===== src/rtl/spi24_pkg.sv =====
package spi24_pkg;

    localparam int unsigned FRAME_BITS = 24;
    localparam logic [7:0]  PFX_ADDR   = 8'h70;
    localparam logic [7:0]  PFX_WRITE  = 8'h72;
    localparam logic [7:0]  PFX_READ   = 8'h73;

    typedef enum logic [2:0] {
        ST_IDLE,
        ST_CS_SETUP,
        ST_BIT_LOW,
        ST_BIT_HIGH,
        ST_CS_HOLD,
        ST_CS_GAP
    } spi24_state_e;

endpackage


===== src/rtl/spi24_delay.sv =====
module spi24_delay #(
    parameter int unsigned CW = 4
) (
    input  logic          clk,
    input  logic          rst_n,
    input  logic          load,
    input  logic [CW-1:0] len,
    output logic          expired
);
    logic [CW-1:0] cnt;

    always_ff @(posedge clk or negedge rst_n) begin
        if (!rst_n) begin
            cnt <= '0;
        end else if (load) begin
            cnt <= len - CW'(1);
        end else if (cnt != '0) begin
            cnt <= cnt - CW'(1);
        end
    end

    assign expired = (cnt == '0);

    AST_LEN_NONZERO: assert property (@(posedge clk) disable iff (!rst_n)
        load |-> (len != '0));

endmodule


===== src/rtl/spi24_shifter.sv =====
module spi24_shifter #(
    parameter int unsigned FB       = 24,
    parameter bit          HAS_MISO = 1'b1
) (
    input  logic          clk,
    input  logic          rst_n,
    input  logic          load,
    input  logic [FB-1:0] frame,
    input  logic          sample,
    input  logic          shift,
    input  logic          miso,
    output logic          mosi_bit,
    output logic          last_bit,
    output logic [FB-1:0] rx
);
    localparam int unsigned BW = $clog2(FB);

    logic [FB-1:0] tx_sr;
    logic [BW-1:0] bit_idx;
    logic          miso_eff;

    generate
        if (HAS_MISO) begin : g_miso
            assign miso_eff = miso;
        end else begin : g_nomiso
            assign miso_eff = 1'b0;
            AST_NO_MISO_ZERO: assert property (@(posedge clk) disable iff (!rst_n)
                rx == '0);
        end
    endgenerate

    always_ff @(posedge clk or negedge rst_n) begin
        if (!rst_n) begin
            tx_sr   <= '1;
            bit_idx <= '0;
            rx      <= '0;
        end else if (load) begin
            tx_sr   <= frame;
            bit_idx <= '0;
            rx      <= '0;
        end else begin
            if (sample) begin
                rx <= {rx[FB-2:0], miso_eff};
            end
            if (shift) begin
                tx_sr   <= {tx_sr[FB-2:0], 1'b1};
                bit_idx <= bit_idx + BW'(1);
            end
        end
    end

    assign mosi_bit = tx_sr[FB-1];
    assign last_bit = (bit_idx == BW'(FB - 1));

    AST_SHIFT_IN_FRAME: assert property (@(posedge clk) disable iff (!rst_n)
        shift |-> (bit_idx <= BW'(FB - 1)));

endmodule


===== src/rtl/spi24_reg_master.sv =====
module spi24_reg_master
    import spi24_pkg::*;
#(
    parameter int unsigned BIT_CLKS = 4,
    parameter bit          HAS_MISO = 1'b1
) (
    input  logic        clk,
    input  logic        rst_n,
    input  logic        cmd_valid,
    output logic        cmd_ready,
    input  logic        cmd_write,
    input  logic [7:0]  cmd_addr,
    input  logic [15:0] cmd_wdata,
    output logic        rsp_valid,
    output logic [15:0] rsp_rdata,
    output logic        wr_done,
    output logic        spi_cs_n,
    output logic        spi_sck,
    output logic        spi_mosi,
    input  logic        spi_miso
);
    localparam int unsigned GUARD_CLKS = 2 * BIT_CLKS;
    localparam int unsigned CW         = $clog2(GUARD_CLKS + 1);

    spi24_state_e state, state_nx;

    logic                  expired, tmr_load;
    logic [CW-1:0]         tmr_len;
    logic                  phase;
    logic                  op_write;
    logic [7:0]            op_addr;
    logic [15:0]           op_wdata;
    logic                  accept, to_second, finish;
    logic                  sh_load, sh_sample, sh_shift, mosi_bit, last_bit;
    logic [FRAME_BITS-1:0] sh_frame, rx;

    // next-state logic
    always_comb begin
        state_nx = state;
        unique case (state)
            ST_IDLE:     if (cmd_valid) state_nx = ST_CS_SETUP;
            ST_CS_SETUP: if (expired)   state_nx = ST_BIT_LOW;
            ST_BIT_LOW:  if (expired)   state_nx = ST_BIT_HIGH;
            ST_BIT_HIGH: if (expired)   state_nx = last_bit ? ST_CS_HOLD : ST_BIT_LOW;
            ST_CS_HOLD:  if (expired)   state_nx = ST_CS_GAP;
            ST_CS_GAP:   if (expired)   state_nx = phase ? ST_IDLE : ST_CS_SETUP;
            default:                    state_nx = ST_IDLE;
        endcase
    end

    // state register
    always_ff @(posedge clk or negedge rst_n) begin
        if (!rst_n) state <= ST_IDLE;
        else        state <= state_nx;
    end

    assign accept    = (state == ST_IDLE) && cmd_valid;
    assign to_second = (state == ST_CS_GAP) && expired && !phase;
    assign finish    = (state == ST_CS_GAP) && expired && phase;
    assign tmr_load  = (state_nx != state);
    assign tmr_len   = (state_nx == ST_BIT_LOW || state_nx == ST_BIT_HIGH)
                       ? CW'(BIT_CLKS) : CW'(GUARD_CLKS);

    spi24_delay #(.CW(CW)) u_delay (
        .clk     (clk),
        .rst_n   (rst_n),
        .load    (tmr_load),
        .len     (tmr_len),
        .expired (expired)
    );

    // request latch and frame phase
    always_ff @(posedge clk or negedge rst_n) begin
        if (!rst_n) begin
            phase    <= 1'b0;
            op_write <= 1'b0;
            op_addr  <= '0;
            op_wdata <= '0;
        end else if (accept) begin
            phase    <= 1'b0;
            op_write <= cmd_write;
            op_addr  <= cmd_addr;
            op_wdata <= cmd_wdata;
        end else if (to_second) begin
            phase    <= 1'b1;
        end
    end

    assign sh_load   = accept || to_second;
    assign sh_frame  = accept   ? {PFX_ADDR, 8'h00, cmd_addr} :
                       op_write ? {PFX_WRITE, op_wdata} :
                                  {PFX_READ, 16'h0000};
    assign sh_sample = (state == ST_BIT_LOW)  && expired;
    assign sh_shift  = (state == ST_BIT_HIGH) && expired;

    spi24_shifter #(.FB(FRAME_BITS), .HAS_MISO(HAS_MISO)) u_shift (
        .clk      (clk),
        .rst_n    (rst_n),
        .load     (sh_load),
        .frame    (sh_frame),
        .sample   (sh_sample),
        .shift    (sh_shift),
        .miso     (spi_miso),
        .mosi_bit (mosi_bit),
        .last_bit (last_bit),
        .rx       (rx)
    );

    // completion pulses
    always_ff @(posedge clk or negedge rst_n) begin
        if (!rst_n) begin
            rsp_valid <= 1'b0;
            wr_done   <= 1'b0;
        end else begin
            rsp_valid <= finish && !op_write;
            wr_done   <= finish && op_write;
        end
    end

    // pin outputs
    always_comb begin
        cmd_ready = (state == ST_IDLE);
        spi_cs_n  = (state == ST_IDLE) || (state == ST_CS_GAP);
        spi_sck   = (state != ST_BIT_LOW);
        spi_mosi  = (state == ST_BIT_LOW || state == ST_BIT_HIGH) ? mosi_bit : 1'b1;
        rsp_rdata = rx[15:0];
    end

    AST_READY_DROPS: assert property (@(posedge clk) disable iff (!rst_n)
        (cmd_valid && cmd_ready) |=> !cmd_ready);
    AST_PULSE_EXCL: assert property (@(posedge clk) disable iff (!rst_n)
        !(rsp_valid && wr_done));
    AST_PULSE_SHORT: assert property (@(posedge clk) disable iff (!rst_n)
        (rsp_valid || wr_done) |=> !(rsp_valid || wr_done));
    AST_SCK_UNDER_CS: assert property (@(posedge clk) disable iff (!rst_n)
        !spi_sck |-> !spi_cs_n);
    AST_CS_RISE_FROM_HOLD: assert property (@(posedge clk) disable iff (!rst_n)
        $rose(spi_cs_n) |-> ($past(state) == ST_CS_HOLD));
    AST_MOSI_STABLE_HIGH: assert property (@(posedge clk) disable iff (!rst_n)
        $rose(spi_sck) |-> $stable(spi_mosi));

endmodule


===== config.mk =====
export PLATFORM = sky130hd
export DESIGN_NAME = spi24_reg_master
export DESIGN_NICKNAME = d
export VERILOG_FILES = /design/src/rtl/spi24_pkg.sv /design/src/rtl/spi24_delay.sv /design/src/rtl/spi24_shifter.sv /design/src/rtl/spi24_reg_master.sv
export SDC_FILE = /design/constraint.sdc
export NUM_CORES = 1
export LEC_CHECK = 0
export BUFFER_PORTS_ARGS = -buffer_cell sky130_fd_sc_hd__buf_2
export CAP_MARGIN = 25
export CORE_AREA = 2 2 94 96
export DETAILED_ROUTE_END_ITERATION = 7
export DIE_AREA = 0 0 96 98
export PLACE_DENSITY = 0.57
export SKIP_CTS_REPAIR_TIMING = 1
export SYNTH_ARGS = -nofsm -noshare
export SYNTH_HDL_FRONTEND = slang
export SYNTH_SLANG_ARGS = --single-unit

===== constraint.sdc =====
create_clock -name clk -period 5.6 [get_ports clk]
set_input_delay 0.84 -clock clk [delete_from_list [all_inputs] [get_ports clk]]
set_output_delay 0.84 -clock clk [all_outputs]
set_load 0.1 [all_outputs]

# == Word level (Yosys, flattened, before mapping) ==
# Index checks and enable logic that the tools add are counted.
# Widths: inputs -> output; s select.
# word_totals
ff_bits,72
elab_cells,67
# op_classes
addsub,3
eq_ne,10
n_mux,23
n_reduce_logical,21
# op_table
op,count
$mux 24,2
$mux 16,2
$mux 3,7
$mux 18,1
$pmux 3 s6,1
$mux 17,1
$eq 3x2->1 const B,4
$mux 4,3
$mux 5,2
$logic_and 1x1->1,8
$reduce_bool 2->1,4
$sub 4x1->4 const B,2
$eq 3x3->1 const B,2
$add 5x1->5 const B,1
$eq 5x5->1 const B,1
$logic_not 4->1,1
$logic_or 1x1->1,4
$mux 1,4
$reduce_bool 4->1,1
$eq 3x1->1 const B,1
$logic_not 3->1,1
$ne 3x2->1 const B,1
$ne 3x3->1,1
$logic_not 1->1,2

# == Depth between registers and ports, before layout ==
# logic_depth
ltp_word,9
ltp_mapped,8
ltp_nobuf,7

# == Modules after synthesis ==
# Synthesis repeated with hierarchy kept, for this count alone.
# unflattened
cells_unflattened,353
area_unflattened_um2,3826.2
# by_module_without_submodules
mod,instances,cells_per_inst,area_each_um2
spi24_shifter,1,206,2367.3
spi24_reg_master,1,126,1216.2
spi24_delay,1,21,242.7

# == Least setup slack after synthesis ==
# Ideal clock, no wire load.
# synth_timing
path_kind,reg-to-output
startpoint,reg state[1]
endpoint,out cmd_ready
arrival_ps,2703
slack_ps,2057
path_stages_with_launch,3
path_cell_list,dfrtp_1 clkbuf_1 nor3_1
# synth_via
elab_chain_len,1
# synth_rtl
element,line_no,rtl
"start, declared",spi24_reg_master.sv:25,"spi24_state_e state, state_nx;"
"start signal, assigned",spi24_reg_master.sv:54,else state <= state_nx;
$logic_not 3->1,spi24_reg_master.sv:122,cmd_ready = (state == ST_IDLE);
"end, declared",spi24_reg_master.sv:10,"output logic cmd_ready,"
# No other way between the ends.

# == Final worst setup path ==
# layout_timing
startpoint,reg state[1]
endpoint,reg u_shift.tx_sr[16]
# layout_via
elab_chain_len,5
word_cells_on_any_way,11
# layout_rtl
element,line_no,rtl
$eq 3x3->1,spi24_reg_master.sv:58,assign to_second = (state == ST_CS_GAP) && expired && !phase;
$logic_and 1x1->1 (2 in a row),spi24_reg_master.sv:58,
$logic_or 1x1->1,spi24_reg_master.sv:89,assign sh_load = accept || to_second;
$mux 24 or $reduce_bool 2->1 (tied branches),--,
"end signal, assigned",spi24_shifter.sv:38,tx_sr <= frame;
"end signal, assigned",spi24_shifter.sv:46,"tx_sr <= {tx_sr[FB-2:0], 1'b1};"
"end, declared",spi24_shifter.sv:18,logic [FB-1:0] tx_sr;
# Several ways; a longest one is shown, not always the timed one.
# A chain may end at the register's enable or synchronous reset.

==> results.txt <==
The clock reaches the later pin of the worst-skew pair after 350 ps. The synthesized netlist contains 43 unique library cells. The power density normalized to cell area was 274 nW/um^2; the post-synthesis instance total was 365. Tracing the worst setup path back leads to its startpoint at state[1]. CTS placed an instance of sky130_fd_sc_hd__clkbuf_8 at the clock tree root.

The total clock buffers created by CTS is 9. The synthesized design spends more area on one cell type than any other, namely sky130_fd_sc_hd__dfrtp_1. The sequential element share of the synthesized area was 0.557. Placeable core area: 8470 um^2. The final core area utilization was 0.450. Using the TritonRoute via totals, the vias-per-cell ratio works out to 4.99. The count of state elements after synthesis is 72, and the number of nets still failing antenna checks after routing is 0. Number of antenna violations at the first check in global routing: 0. Yosys attributes the largest share of cell area to sky130_fd_sc_hd__dfrtp_1, sky130_fd_sc_hd__dfstp_2, sky130_fd_sc_hd__nand2_1, sky130_fd_sc_hd__a21oi_1, sky130_fd_sc_hd__nor2_1. At the pin with the least slew margin, the transition time is 990 ps. In this run the worst hold path is classified as register to register. The die is 96 um wide.

The final setup TNS was 0 ps. The leakage power of the design was 1.79 nW; the post-synthesis instance area was 3290 um^2. The critical path data arrival time was 3160 ps; the clock skew after layout was 8.82 ps.

For the antenna diode count, the log shows 0. Leaving out fill and tap cells, the most frequent cell in the layout is sky130_fd_sc_hd__nand2_1. Across the run, the number of max-cap violations was 0.

In the final routing, the length of wire on met1 measures 3380 um. Leaving out fill and tap cells, the most frequent cells in the layout are sky130_fd_sc_hd__nand2_1, sky130_fd_sc_hd__buf_2, sky130_fd_sc_hd__dfrtp_1. After routing the design area is 3810 um^2. The worst setup path is launched from a register.

Entering global routing, the biggest net connects 73 pins. The cell count after placement was 505; the overall power was 1.05 mW. The run gives 0 as the number of endpoints failing setup at the final stage.

The maximum count of clock buffers along a single path is 2, and the synthesized netlist net count is 396. The fraction of synthesized cell area taken by the top area cell type works out to 0.365. TritonCTS built the clock tree. The wire length of the first global-routing pass is 11800 um. The clock transition at the registers of the reported paths came out at 80 ps.

The overall die area came out at 9410 um^2. The max-slew headroom at the worst pin was 0.338. The Yosys step of the flow raised 0 warnings. Relative to the synthesized area, the layout overhead comes to 15.9%.

The number of primary I/O pins was 51; the routed length on met3 was 287 um. Before antenna repair, the detailed router went through 4 iterations. Across all layers, the routed design uses 2603 vias. Wire segments on met2 add up to 3160 um in the final route.

The post-layout net count is 440, and the mean routed wirelength per cell is 13.2 um. For the number of hold violations in the final report, the log shows 0. The worst register-to-register path begins at state[1]. After detailed routing, the total wire length is 6890 um. The fraction of final layout cells sized beyond drive strength 1 is 0.239, and the final weighted congestion in routability-driven placement is 0.753.

The run gives 522 as the number of cells in the finished layout apart from fillers. The post-place instance area is 3580 um^2. From bottom edge to top edge, the die measures 98 um.

The aggregate global routing overflow was 0. The critical path is of the register to register type. The effective utilization at floorplan came out at 0.389. Setup repair after global routing left no endpoint under its margin. The number of remaining DRC errors was 0; the average cell area after synthesis was 9.01 um^2. In this run the worst path has a maximum fanout of 30. The global router's overall resource usage was 0.159; the depth of the CTS H-tree was 3. For this block, the initial DRC count from the detailed router was 136. The detailed router used layers up to and including met4. Buffers placed on the I/O ports in this run total 50.

The flow ran to the end, and the final reports show no timing, DRC or antenna violations. The detailed placer's ending HPWL came out at 4430 um. For this run, the top clock speed supported by timing is 347 MHz.

Row generation in the floorplan step produced 34 rows. The tools report the largest voltage drop on the vdd net as 0.152 mV. Subtracting the final worst setup slack from the clock period gives 2880 ps. The startpoint identified for the worst hold timing path is u_shift.tx_sr[18].

The fraction of the cycle the final worst path needs is 0.515. Required time at the endpoint of the critical path: 5880 ps. For this run, the leading register cell type out of synthesis is sky130_fd_sc_hd__dfrtp_1.

Number of clock sinks seen by CTS: 72. The via count of the first global-routing pass is 2544, and the share of flip-flops with an asynchronous set or reset is 1.00. STA classifies the critical path endpoint as a register. The tools report the count of pins over their slew limit as 0. Yosys mapped a number of flops with a built-in enable equal to 0.
cells by family (layout without fill, tap and decap cells):
group	count (synthesis)	in the layout	synth area share
AO/OA/AOI/OAI	62	62	0.105
XOR/XNOR	5	5	0.0133
multiplexers	9	9	0.0274
adder cells (fa/ha/maj)	2	2	0.00761
flip-flops	72	72	0.557
buffers and inverters	21	70	0.0373
AND/OR/NAND/NOR	194	194	0.253
cells in the mapped netlist, types with 2 or more instances:
library cell and n:
sky130_fd_sc_hd__o21ai_0 15, sky130_fd_sc_hd__clkbuf_1 8, sky130_fd_sc_hd__nand2b_1 2, sky130_fd_sc_hd__dfrtp_1 48
sky130_fd_sc_hd__a21oi_1 31, sky130_fd_sc_hd__buf_2 7, sky130_fd_sc_hd__nor2_1 27, sky130_fd_sc_hd__mux2i_1 9
sky130_fd_sc_hd__a211oi_1 2, sky130_fd_sc_hd__o22ai_1 3, sky130_fd_sc_hd__ha_1 2, sky130_fd_sc_hd__dfstp_2 24
sky130_fd_sc_hd__nand3_1 6, sky130_fd_sc_hd__buf_6 2, sky130_fd_sc_hd__o21ai_1 3, sky130_fd_sc_hd__xor2_1 4
sky130_fd_sc_hd__nand4_1 2, sky130_fd_sc_hd__nor4_2 2, sky130_fd_sc_hd__nor3_1 4, sky130_fd_sc_hd__nand2_1 139
sky130_fd_sc_hd__and3_1 3
layout make-up:
class | count | area (um^2)
clock buffer | 11 | 141
clock inverter | 5 | 81.3
fill | 879 | 4650
inverter | 1 | 3.75
multi-input combinational | 272 | 1340
sequential | 72 | 1830
tap | 108 | 135
timing repair buffer | 53 | 277
final timing paths:
check | endpoint | slack [ps] | depth (start not counted)
setup reg to reg | u_shift.tx_sr[16] | 2720 | 4
hold / removal | u_shift.tx_sr[19] | 460 | 2
max in group asynchronous | u_delay.cnt[1] | 4320 | 2
hold reg to reg | u_shift.tx_sr[19] | 460 | 2
min in group asynchronous | u_shift.rx[11] | 720 | 2
setup / recovery | u_shift.tx_sr[16] | 2720 | 4
per-stage QoR:
| stage | setup slack (ps) | hold WS, ps |
|---|---|---|
| CTS | 2690 | 465 |
| global route | 2490 | 488 |
| detailed placement | 2400 | 460 |
| floorplan | 2060 | 446 |
| finish | 2720 | 463 |
| global placement | 2410 | 451 |
power by group:
| part | total (mW) | switching, mW | internal, mW | leakage, nW |
|---|---|---|---|---|
| Sequential | 0.540 | 0.00670 | 0.533 | 0.868 |
| Clock | 0.459 | 0.195 | 0.263 | 0.110 |
| Combinational | 0.0469 | 0.0328 | 0.0141 | 0.809 |
worst max-delay path, stage by stage (launching register included):
cell                      delay [ps]
sky130_fd_sc_hd__dfrtp_1         540
sky130_fd_sc_hd__or4b_2         1070
sky130_fd_sc_hd__nand2_1         850
sky130_fd_sc_hd__o22ai_1         200
sky130_fd_sc_hd__o21a_1          160
sequential cells by signal, indices dropped and copies added, names as in the netlist:
register and count:
state 3, op_wdata 16, u_shift.tx_sr 24, op_write 1
wr_done 1, u_delay.cnt 4, u_shift.bit_idx 5, phase 1
rsp_valid 1, u_shift.rx 16
routing by layer:
| layer | up-vias | global-route usage |
|---|---|---|
| li1 | 1295 | - |
| met3 | 5 | 0.0478 |
| met1 | 1247 | 0.221 |
| met2 | 56 | 0.238 |
| met5 | - | 0 |
| met4 | 0 | 0.0538 |
Note: power is estimated with default switching activity, not from simulation.
